$ cat src/rtl/disp_pkg.sv
package disp_pkg;
  localparam int DATA_W = 8;
  localparam int ADDR_W = 4;
  localparam int DEPTH  = 1 << ADDR_W;
  localparam int LANES  = DATA_W / 4;

  typedef struct packed {
    logic              memWr;
    logic              memShift;
    logic [ADDR_W-1:0] wrAddr;
    logic [LANES-1:0]  keep;
    logic              fillWr;
    logic [ADDR_W-1:0] fillAddr;
    logic [DATA_W-1:0] fillVal;
    logic              memRd;
    logic [ADDR_W-1:0] rdAddr;
    logic              wide;
    logic [LANES-1:0]  blank;
  } dispStrobe_t;

  function automatic logic [DATA_W-1:0] fillPattern(input logic [1:0] sel);
    case (sel)
      2'b10:   fillPattern = DATA_W'(8'h20);
      2'b11:   fillPattern = '1;
      default: fillPattern = '0;
    endcase
  endfunction
endpackage

$ cat src/rtl/disp_ctrl.sv
module disp_ctrl
  import disp_pkg::*;
(
  input  logic              clk,
  input  logic              rstN,
  input  logic              cmdValid,
  input  logic [7:0]        cmdByte,
  input  logic              wrValid,
  input  logic              rdReq,
  output dispStrobe_t       str,
  output logic              busy
);
  localparam logic [ADDR_W-1:0] LAST_ADDR = ADDR_W'(DEPTH - 1);

  logic [ADDR_W-1:0] wrPtr, rdPtr, clrCnt;
  logic              wrStep, rdStep, wide, rightEntry;
  logic [LANES-1:0]  keep, blank;
  logic [DATA_W-1:0] clrVal;

  logic cmdTake, isMode, isRdAddr, isWrAddr, isMask, isClear, dataWr;

  always_comb begin
    cmdTake  = cmdValid && !busy;
    isMode   = cmdByte[7:5] == 3'b000;
    isRdAddr = cmdByte[7:5] == 3'b011;
    isWrAddr = cmdByte[7:5] == 3'b100;
    isMask   = cmdByte[7:4] == 4'b1010;
    isClear  = cmdByte[7:4] == 4'b1100;
    dataWr   = wrValid && !cmdValid && !busy;
  end

  always_comb begin
    str.memWr    = dataWr && !rightEntry;
    str.memShift = dataWr && rightEntry;
    str.wrAddr   = wrPtr;
    str.keep     = keep;
    str.fillWr   = busy;
    str.fillAddr = clrCnt;
    str.fillVal  = clrVal;
    str.memRd    = rdReq;
    str.rdAddr   = rdPtr;
    str.wide     = wide;
    str.blank    = blank;
  end

  // configuration registers
  always_ff @(posedge clk or negedge rstN) begin
    if (!rstN) begin
      wide       <= 1'b0;
      rightEntry <= 1'b0;
      keep       <= '0;
      blank      <= '0;
    end else if (cmdTake) begin
      if (isMode) begin
        wide       <= cmdByte[4];
        rightEntry <= cmdByte[3];
      end
      if (isMask) begin
        keep  <= cmdByte[3:2];
        blank <= cmdByte[1:0];
      end
    end
  end

  // write pointer
  always_ff @(posedge clk or negedge rstN) begin
    if (!rstN) begin
      wrPtr  <= '0;
      wrStep <= 1'b0;
    end else if (cmdTake && isWrAddr) begin
      wrPtr  <= cmdByte[ADDR_W-1:0];
      wrStep <= cmdByte[4];
    end else if (cmdTake && isClear) begin
      wrPtr <= '0;
    end else if (str.memWr && wrStep) begin
      wrPtr <= wrPtr + 1'b1;
    end
  end

  // read pointer
  always_ff @(posedge clk or negedge rstN) begin
    if (!rstN) begin
      rdPtr  <= '0;
      rdStep <= 1'b0;
    end else if (cmdTake && isRdAddr) begin
      rdPtr  <= cmdByte[ADDR_W-1:0];
      rdStep <= cmdByte[4];
    end else if (rdReq && rdStep) begin
      rdPtr <= rdPtr + 1'b1;
    end
  end

  // clear sequencer
  always_ff @(posedge clk or negedge rstN) begin
    if (!rstN) begin
      busy   <= 1'b0;
      clrCnt <= '0;
      clrVal <= '0;
    end else if (cmdTake && isClear) begin
      busy   <= 1'b1;
      clrCnt <= '0;
      clrVal <= fillPattern(cmdByte[3:2]);
    end else if (busy) begin
      clrCnt <= clrCnt + 1'b1;
      if (clrCnt == LAST_ADDR) busy <= 1'b0;
    end
  end


  busy_len_chk: assert property (@(posedge clk) disable iff (!rstN)
    busy && clrCnt != LAST_ADDR |=> busy);


  busy_ptr_hold_chk: assert property (@(posedge clk) disable iff (!rstN)
    busy |=> $stable(wrPtr));


  rd_step_chk: assert property (@(posedge clk) disable iff (!rstN)
    rdReq && rdStep && !(cmdTake && isRdAddr) |=> rdPtr == $past(rdPtr) + 1'b1);
endmodule

$ cat src/rtl/disp_datapath.sv
module disp_datapath
  import disp_pkg::*;
(
  input  logic              clk,
  input  logic              rstN,
  input  dispStrobe_t       str,
  input  logic [DATA_W-1:0] wrData,
  input  logic              scanTick,
  output logic [DATA_W-1:0] rdData,
  output logic              rdValid,
  output logic [ADDR_W-1:0] scanPos,
  output logic [DATA_W-1:0] segOut
);
  localparam int HALF = DEPTH / 2;
  localparam logic [ADDR_W-1:0] LAST_WIDE   = ADDR_W'(DEPTH - 1);
  localparam logic [ADDR_W-1:0] LAST_NARROW = ADDR_W'(HALF - 1);

  logic [DATA_W-1:0] mem [DEPTH];
  logic [ADDR_W-1:0] lastPos;
  logic [DATA_W-1:0] baseByte, merged, shown;

  always_comb begin
    lastPos  = str.wide ? LAST_WIDE : LAST_NARROW;
    baseByte = str.memShift ? mem[lastPos] : mem[str.wrAddr];
  end

  for (genvar g = 0; g < LANES; g++) begin : g_lane
    assign merged[g*4 +: 4] = str.keep[g] ? baseByte[g*4 +: 4] : wrData[g*4 +: 4];
    assign segOut[g*4 +: 4] = str.blank[g] ? 4'h0 : shown[g*4 +: 4];
  end

  always_ff @(posedge clk or negedge rstN) begin
    if (!rstN) begin
      for (int i = 0; i < DEPTH; i++) mem[i] <= '0;
    end else if (str.fillWr) begin
      mem[str.fillAddr] <= str.fillVal;
    end else if (str.memWr) begin
      mem[str.wrAddr] <= merged;
    end else if (str.memShift) begin
      for (int i = 0; i < DEPTH - 1; i++)
        if (ADDR_W'(i) < lastPos) mem[i] <= mem[i+1];
      mem[lastPos] <= merged;
    end
  end

  always_ff @(posedge clk or negedge rstN) begin
    if (!rstN) begin
      rdData  <= '0;
      rdValid <= 1'b0;
    end else begin
      rdValid <= str.memRd;
      if (str.memRd) rdData <= mem[str.rdAddr];
    end
  end

  always_ff @(posedge clk or negedge rstN) begin
    if (!rstN)         scanPos <= '0;
    else if (scanTick) scanPos <= (scanPos >= lastPos) ? '0 : scanPos + 1'b1;
  end

  assign shown = mem[scanPos];

  logic [3:0] destUpper;
  assign destUpper = mem[str.wrAddr][DATA_W-1 -: 4];


  fill_alone_chk: assert property (@(posedge clk) disable iff (!rstN)
    str.fillWr |-> !str.memWr && !str.memShift);


  fill_lands_chk: assert property (@(posedge clk) disable iff (!rstN)
    str.fillWr |=> mem[$past(str.fillAddr)] == $past(str.fillVal));


  keep_upper_chk: assert property (@(posedge clk) disable iff (!rstN)
    str.memWr && str.keep[LANES-1] |=> mem[$past(str.wrAddr)][DATA_W-1 -: 4] == $past(destUpper));


  scan_wrap_chk: assert property (@(posedge clk) disable iff (!rstN)
    scanTick && scanPos == lastPos |=> scanPos == '0);


  rd_valid_chk: assert property (@(posedge clk) disable iff (!rstN)
    str.memRd |=> rdValid);
endmodule

$ cat src/rtl/disp_ram_ctrl.sv
module disp_ram_ctrl
  import disp_pkg::*;
(
  input  logic              clk,
  input  logic              rstN,
  input  logic              cmdValid,
  input  logic [7:0]        cmdByte,
  input  logic              wrValid,
  input  logic [DATA_W-1:0] wrData,
  input  logic              rdReq,
  output logic [DATA_W-1:0] rdData,
  output logic              rdValid,
  output logic              busy,
  input  logic              scanTick,
  output logic [ADDR_W-1:0] scanPos,
  output logic [DATA_W-1:0] segOut
);
  dispStrobe_t str;

  disp_ctrl u_ctrl (
    .clk(clk), .rstN(rstN), .cmdValid(cmdValid), .cmdByte(cmdByte),
    .wrValid(wrValid), .rdReq(rdReq), .str(str), .busy(busy)
  );

  disp_datapath u_dp (
    .clk(clk), .rstN(rstN), .str(str), .wrData(wrData), .scanTick(scanTick),
    .rdData(rdData), .rdValid(rdValid), .scanPos(scanPos), .segOut(segOut)
  );
endmodule

$ cat config.mk
export PLATFORM = sky130hd
export DESIGN_NAME = disp_ram_ctrl
export DESIGN_NICKNAME = d
export VERILOG_FILES = /design/src/rtl/disp_pkg.sv /design/src/rtl/disp_ctrl.sv /design/src/rtl/disp_datapath.sv /design/src/rtl/disp_ram_ctrl.sv
export SDC_FILE = /design/constraint.sdc
export NUM_CORES = 1
export LEC_CHECK = 0
export ABC_CLOCK_PERIOD_IN_PS = 6300
export BUFFER_PORTS_ARGS = -buffer_cell sky130_fd_sc_hd__buf_4
export CAP_MARGIN = 0
export CORE_MARGIN = 5
export CORE_UTILIZATION = 50
export CTS_CLUSTER_SIZE = 25
export DETAILED_ROUTE_END_ITERATION = 7
export HOLD_SLACK_MARGIN = 0.02
export PLACE_DENSITY = 0.66
export SLEW_MARGIN = 20
export SYNTH_ARGS = -nofsm -noshare
export SYNTH_HDL_FRONTEND = slang
export SYNTH_HIERARCHICAL = 1
export SYNTH_SLANG_ARGS = --single-unit
$ cat constraint.sdc
create_clock -name clk -period 6.3 [get_ports clk]
set_input_delay 0.945 -clock clk [delete_from_list [all_inputs] [get_ports clk]]
set_output_delay 0.945 -clock clk [all_outputs]
set_load 0.02 [all_outputs]
# After elaboration in Yosys (flattened, before gate mapping)
# Cells that the tools add are included.
[totals] ff_bits=170 inputBits=22 elab_cells=195
[classes] addsub=4 order_cmp=24 eq_ne=7 muxes=102 bitwise=5 reduce_logical=23
[ops] op="2-to-1 mux 8 bit" n=72
[ops] op="bitwise mux 128 bit" n=3
[ops] op="2-to-1 mux 128 bit" n=3
[ops] op="binary-select mux 8 bit (select 4 bit)" n=4
[ops] op="demux 8 bit (select 4 bit)" n=3
[ops] op="2-to-1 mux 4 bit" n=13
[ops] op="< comparator 4 bit (first input constant)" n=7
[ops] op=">= comparator 5 bit (second input constant)" n=5
[ops] op="NOT 4 -> 5 bit" n=5
[ops] op="adder 4 x 1 -> 4 bit (second input constant)" n=4
[ops] op="< comparator 3 x 4 -> 1 bit (first input constant)" n=4
[ops] op="case mux 8 bit (2 select lines)" n=1
[ops] op="< comparator 5 x 1 -> 1 bit (second input constant)" n=3
[ops] op="logical AND 1 bit" n=13
[ops] op="== test 4 bit (second input constant)" n=3
[ops] op="< comparator 1 x 4 -> 1 bit (first input constant)" n=2
[ops] op="< comparator 2 x 4 -> 1 bit (first input constant)" n=2
[ops] op="nonzero test 3 bit" n=2
[ops] op="== test 2 bit (second input constant)" n=2
[ops] op=">= comparator 4 bit" n=1
[ops] op="AND reduction 2 bit" n=2
[ops] op="nonzero test 2 bit" n=2
[ops] op="== test 3 x 2 -> 1 bit (second input constant)" n=1
[ops] op="== test 3 bit (second input constant)" n=1
[ops] op="other kinds (3)" n=7

# Depth between registers and ports, before layout
[depth] depth_word=11 mapped_depth=10 ltp_nobuf=7

# By module
# The synthesis kept the hierarchy.
[by_module_without_submodules] module="disp_datapath" instances=1 cells_each=1137 area_each_um2=11521.0
[by_module_without_submodules] module="disp_ctrl" instances=1 cells_each=101 area_each_um2=1234.9

# Worst setup path before layout
# Ideal clock, no wire load.
[synth_path] path_kind="register to output" from="reg u_dp.scanPos[0]" to="out segOut[0]" t_arrival_ns=2.294 slack_ns=3.061 stages_incl_launch_ff=6 n_path_buf=2 path_cell_list="dfrtp_1 clkbuf_1 buf_2 mux4_2 mux4_2 nor2b_1"
[synth_via] elab_chain_cells=5
[synth_rtl] item="start: declaration" line="disp_datapath.sv:11" rtl="output logic [ADDR_W-1:0] scanPos,"
[synth_rtl] item="start signal: assignment" line="disp_datapath.sv:58" rtl="else if (scanTick) scanPos <= (scanPos >= lastPos) ? '0 : scanPos + 1'b1;"
[synth_rtl] item="NOT 4 -> 5 bit (implied by the code)" line="disp_datapath.sv:61" rtl="assign shown = mem[scanPos];"
[synth_rtl] item="binary-select mux 8 bit (select 4 bit)" line="disp_datapath.sv:61"
[synth_rtl] item="2-to-1 mux 8 bit (implied by the code) (2 in a row)" line="disp_datapath.sv:61"
[synth_rtl] item="2-to-1 mux 4 bit" line="disp_datapath.sv:29" rtl="assign segOut[g*4 +: 4] = str.blank[g] ? 4'h0 : shown[g*4 +: 4];"
[synth_rtl] item="end: declaration" line="disp_ram_ctrl.sv:16" rtl="output logic [DATA_W-1:0] segOut"
# Every way passes these cells. The select of a mux whose other input is x is not followed.

# Worst setup path after layout
[layout_path] from="reg u_dp.scanPos[0]" to="out segOut[4]"
# The elaborated chain is that of the path after synthesis.

==> impl.org <==
** Power
- Share of total power in combinational logic :: 0.532
- Summed over all nets, the switching power comes to 3.26 mW.
- Of the total power, the share spent switching nets is 0.494.
- The share of total power dissipated in the clock network is 0.162.
- In this run the power density over the cells is 479 nW/um^2.
- Seq pwr share :: 0.306
- Internal power comes to 3.34 mW.
- For this design the static power due to leakage is 5.47 nW.
- Across the VDD grid, the largest voltage drop is 0.260 mV.

** CTS
- Clock root buffer :: clkbuf_16
- Clock tree from TritonCTS :: done
- Clock tree synthesis found a total of 164 sinks.
- The H-tree was split into 4 levels.
- After clock tree synthesis, the repair step resized 0 gates.
- Number of buffers created by CTS :: 17
- Post-CTS repair timing setup buffer count :: 0
- Reg clk slew, reported paths :: 0.07 ns
- In this run, post-CTS hold repair placed 0 buffers.
- Clk buf depth :: 2
- The clock reaches the later pin of the worst-skew pair after 0.44 ns.

** Run status
- The flow ran to the end, and the final reports show no timing, DRC or antenna violations.

** STA
- The routed design could run at a clock period as short as 3.77 ns.
- RSZ-0062 raised after global routing :: false
- Final Worst Setup Slack :: 2.53 ns
- Clock skew on the completed layout was measured at 0.0132 ns.
- Final max-slew violation count :: 0
- Of the available clock period, the critical path in the final layout requires 0.599.
- Number of hold-slack violations in the final timing report :: 0
- Summed over all failing endpoints, the final setup total negative slack is 0 ns.
- Highest attainable clock frequency :: 265 MHz
- Setup violations remaining at the end of the flow were counted as 0.
- At the pin with the least slew margin, the transition time is 1.09 ns.
- Headroom to the max-slew limit came out at 0.268.

** Placed design
- Post-placement cell area :: 13,200 sq um
- The wire-length estimate of the detail-placed layout is 32.8 mm.
- At the placement stage, the worst setup path has a slack of 2.68 ns.
- Once placement completed, the tool counted placed cells totaling 1,521.
- Final GP Congestion :: 1.05
- Number of buffers inserted by port buffering :: 43

** Floorplanning
- Die X-Extent :: 170 um
- 44 I/O pins were placed.
- Die area :: 28,800 sq um
- Starting utilization of the core area :: 0.507
- After floorplanning, the core was divided into 58 placement rows.
- Overall die height :: 170 um
- Core area :: 25,200 sq um

** GRT
- Vias in the first global route :: 10,700
- Largest net degree at the start of global routing :: 62
- GRT Residual Overflow :: 0
- Initial antenna violation count :: 0
- In the global route stage, overall resource usage came out at 0.312.
- The first global-routing pass estimated 68.9 mm of wire.

** Synthesis
- For this run, asynchronously set or reset flops after synthesis account for 1.00.
- The number of nets handed over by synthesis was 1,265.
- Post-synth EDFFs :: 0
- In this run, distinct cell masters in the synthesized netlist total 69.
- Post-Synthesis Cells :: 1,238
- In this run, synthesis produced a sequential element count of 164.
- Most used flip-flop cell after synthesis :: dfrtp_1
- Averaged over all synthesized cells, the footprint is 10.3 sq um.
- Netlist area before placement :: 12,800 sq um
- Synthesis Warnings :: 6
- Portion of the post-synthesis area used by sequential elements :: 0.322

** Drt
- Post-detailed-route via-to-cell ratio :: 7.50
- In this run, the number of DRC markers left after iteration 0 of detailed routing was 1,846.
- After detailed routing, the number of remaining DRC violations is 0.
- The routed layout has 11,700 vias.
- Before antenna repair, the detailed router went through 8 iterations.
- The count of nets left with antenna violations once routing finished came out at 0.
- Routed WL per cell :: 29.3 um
- Post-Route WL :: 45.5 mm

** Min path
- The worst hold path belongs to the class input pin to async pin.

** Cells and area
- Fill cell total of the finished layout :: 2,153
- The repair_antennas step left the layout with diodes totalling 0.
- Fin nets :: 1,237
- Layout Area Growth over Synthesis :: 7.98%
- Leading cell type in the layout, fill and taps excluded :: dfrtp_1
- Cell area after layout :: 13,800 sq um
- Filler-free cell count of the finished design :: 1,553
- Leaving out fill and tap cells, the most frequent cells in the layout are dfrtp_1, nand2_1, mux4_2.
- In the final layout, the share of cells above drive strength 1 is 0.244.

** Worst setup path
- Data required time at the worst endpoint :: 5.35 ns
- STA classifies the critical path startpoint as a flop.
- By startpoint and endpoint, the worst setup path is classified as flop to output port.
- Slowest-stage cell, CP :: mux4_2
- Along the worst path, the maximum fanout reaches 36.
- Delay of the slowest critical-path stage :: 0.64 ns
- The worst setup path is captured at an output port.
- STA puts the critical path data arrival time at 2.83 ns.
- Traced cell by cell, the critical path runs through buf_4 -> mux4_2 -> mux4_2 -> nor2b_1 -> buf_4.

** Run
- The tool flagged a number of max-cap violations equal to 0.
## power groups by stage
stage	combinational, mW	clock, mW	sequential (mW)
6_report	3.51	1.07	2.02
5_1_grt	3.70	1.12	2.04
4_1_cts	3.41	1.08	1.97
3_5_place_dp	3.40	0	1.99
3_3_place_gp	3.33	0	1.98
2_1_floorplan	2.62	0	1.68
## worst paths after layout
path                       slack, ns  cells after the start             from              end
setup reg to reg                3.09                      5  u_ctrl/wrPtr[0]     u_dp/mem[74]
hold / removal                  0.47                      1             rstN    u_dp/mem[126]
hold reg to reg                 0.51                      1   u_dp/rdData[0]   u_dp/rdData[0]
setup / recovery                2.53                      5  u_dp/scanPos[0]        segOut[4]
max in group asynchronous       4.52                      2             rstN  u_dp/scanPos[0]
min in group clk                0.51                      1   u_dp/rdData[0]   u_dp/rdData[0]
## final cells by class
cell class                      instances  area, sq um  share of cell area
Sequential cell                       164         4110               0.298
Clock inverter                         15          159              0.0115
Inverter                               11         41.3             0.00300
Timing Repair Buffer                   72          544              0.0395
Clock buffer                           17          425              0.0309
Multi-Input combinational cell        944         8080               0.587
Tap cell                              330          413              0.0300
## per-stage QoR
step | hold WS, ns | total power, mW | util
after floorplan | 0.481 | 4.31 | -
after global placement | 0.495 | 5.31 | 0.522
after detailed placement | 0.499 | 5.39 | 0.523
after CTS | 0.507 | 6.46 | 0.546
after global routing | 0.510 | 6.87 | 0.547
final | 0.473 | 6.60 | 0.547
## cell usage after synthesis (6+ instances only)
cell type  number  area (sq um)
a21oi_1        22           110
nand3_1        22           110
xor2_1          6          52.6
mux4_2         88          1980
o22ai_1        24           150
a32o_1          8          80.1
mux2_2         54           608
nor2b_1        23           144
nor3b_1         6          45.0
a211oi_1       12          90.1
mux2i_1        67           671
o31ai_1        57           428
nand2b_1       11          68.8
a31oi_1         8          50.1
clkbuf_1       60           225
inv_1          10          37.5
buf_4          13          97.6
o211ai_1       15           113
o221ai_2       13           195
o21ai_1        15          75.1
mux2_4          7           105
buf_2          27           135
o221ai_1       34           298
nor2_1         47           176
and2_1         16           100
o21ai_0        74           370
a22o_1         16           140
dfrtp_1       164          4100
a22oi_1        69           518
buf_1          14          52.6
nand2_1       139           522
a21oi_2         6          52.6
## logic make-up (layout without fill, tap and decap cells)
| logic type | Yosys count | count (layout) | share of synthesized area |
|---|---|---|---|
| fa+ha+maj | 5 | 5 | 0.00490 |
| mux | 221 | 221 | 0.268 |
| flops | 164 | 164 | 0.322 |
| xor+xnor | 8 | 8 | 0.00549 |
| buf+inv | 130 | 115 | 0.0477 |
| compound gates | 403 | 403 | 0.230 |
| simple gates | 307 | 307 | 0.122 |
## state kept, by name (all words and copies together), names as in the netlist, 2 cells and up
register / flops
u_ctrl/wrPtr: 4
u_ctrl/clrCnt: 4
u_ctrl/clrVal: 2
u_ctrl/blank: 2
u_dp/mem: 128
u_dp/rdData: 8
u_ctrl/rdPtr: 4
u_ctrl/keep: 2
u_dp/scanPos: 4
## routing by layer
| layer | wire length (um) | vias up | global-route usage |
|---|---|---|---|
| li1 | - | 4837 | - |
| met1 | 17800 | 5696 | 0.457 |
| met2 | 19400 | 978 | 0.451 |
| met3 | 6650 | 142 | 0.0908 |
| met4 | 1630 | 0 | 0.0938 |
| met5 | 0 | - | 0 |
## critical path, delay by kind of cell (launching register included)
kind                   cells  cell delay (ns)
muxes                      2             1.16
DFF                        1             0.34
buffers and inverters      2             0.73
and+or+nand+nor            1             0.15
No activity file was read; power rests on OpenSTA's default activity.
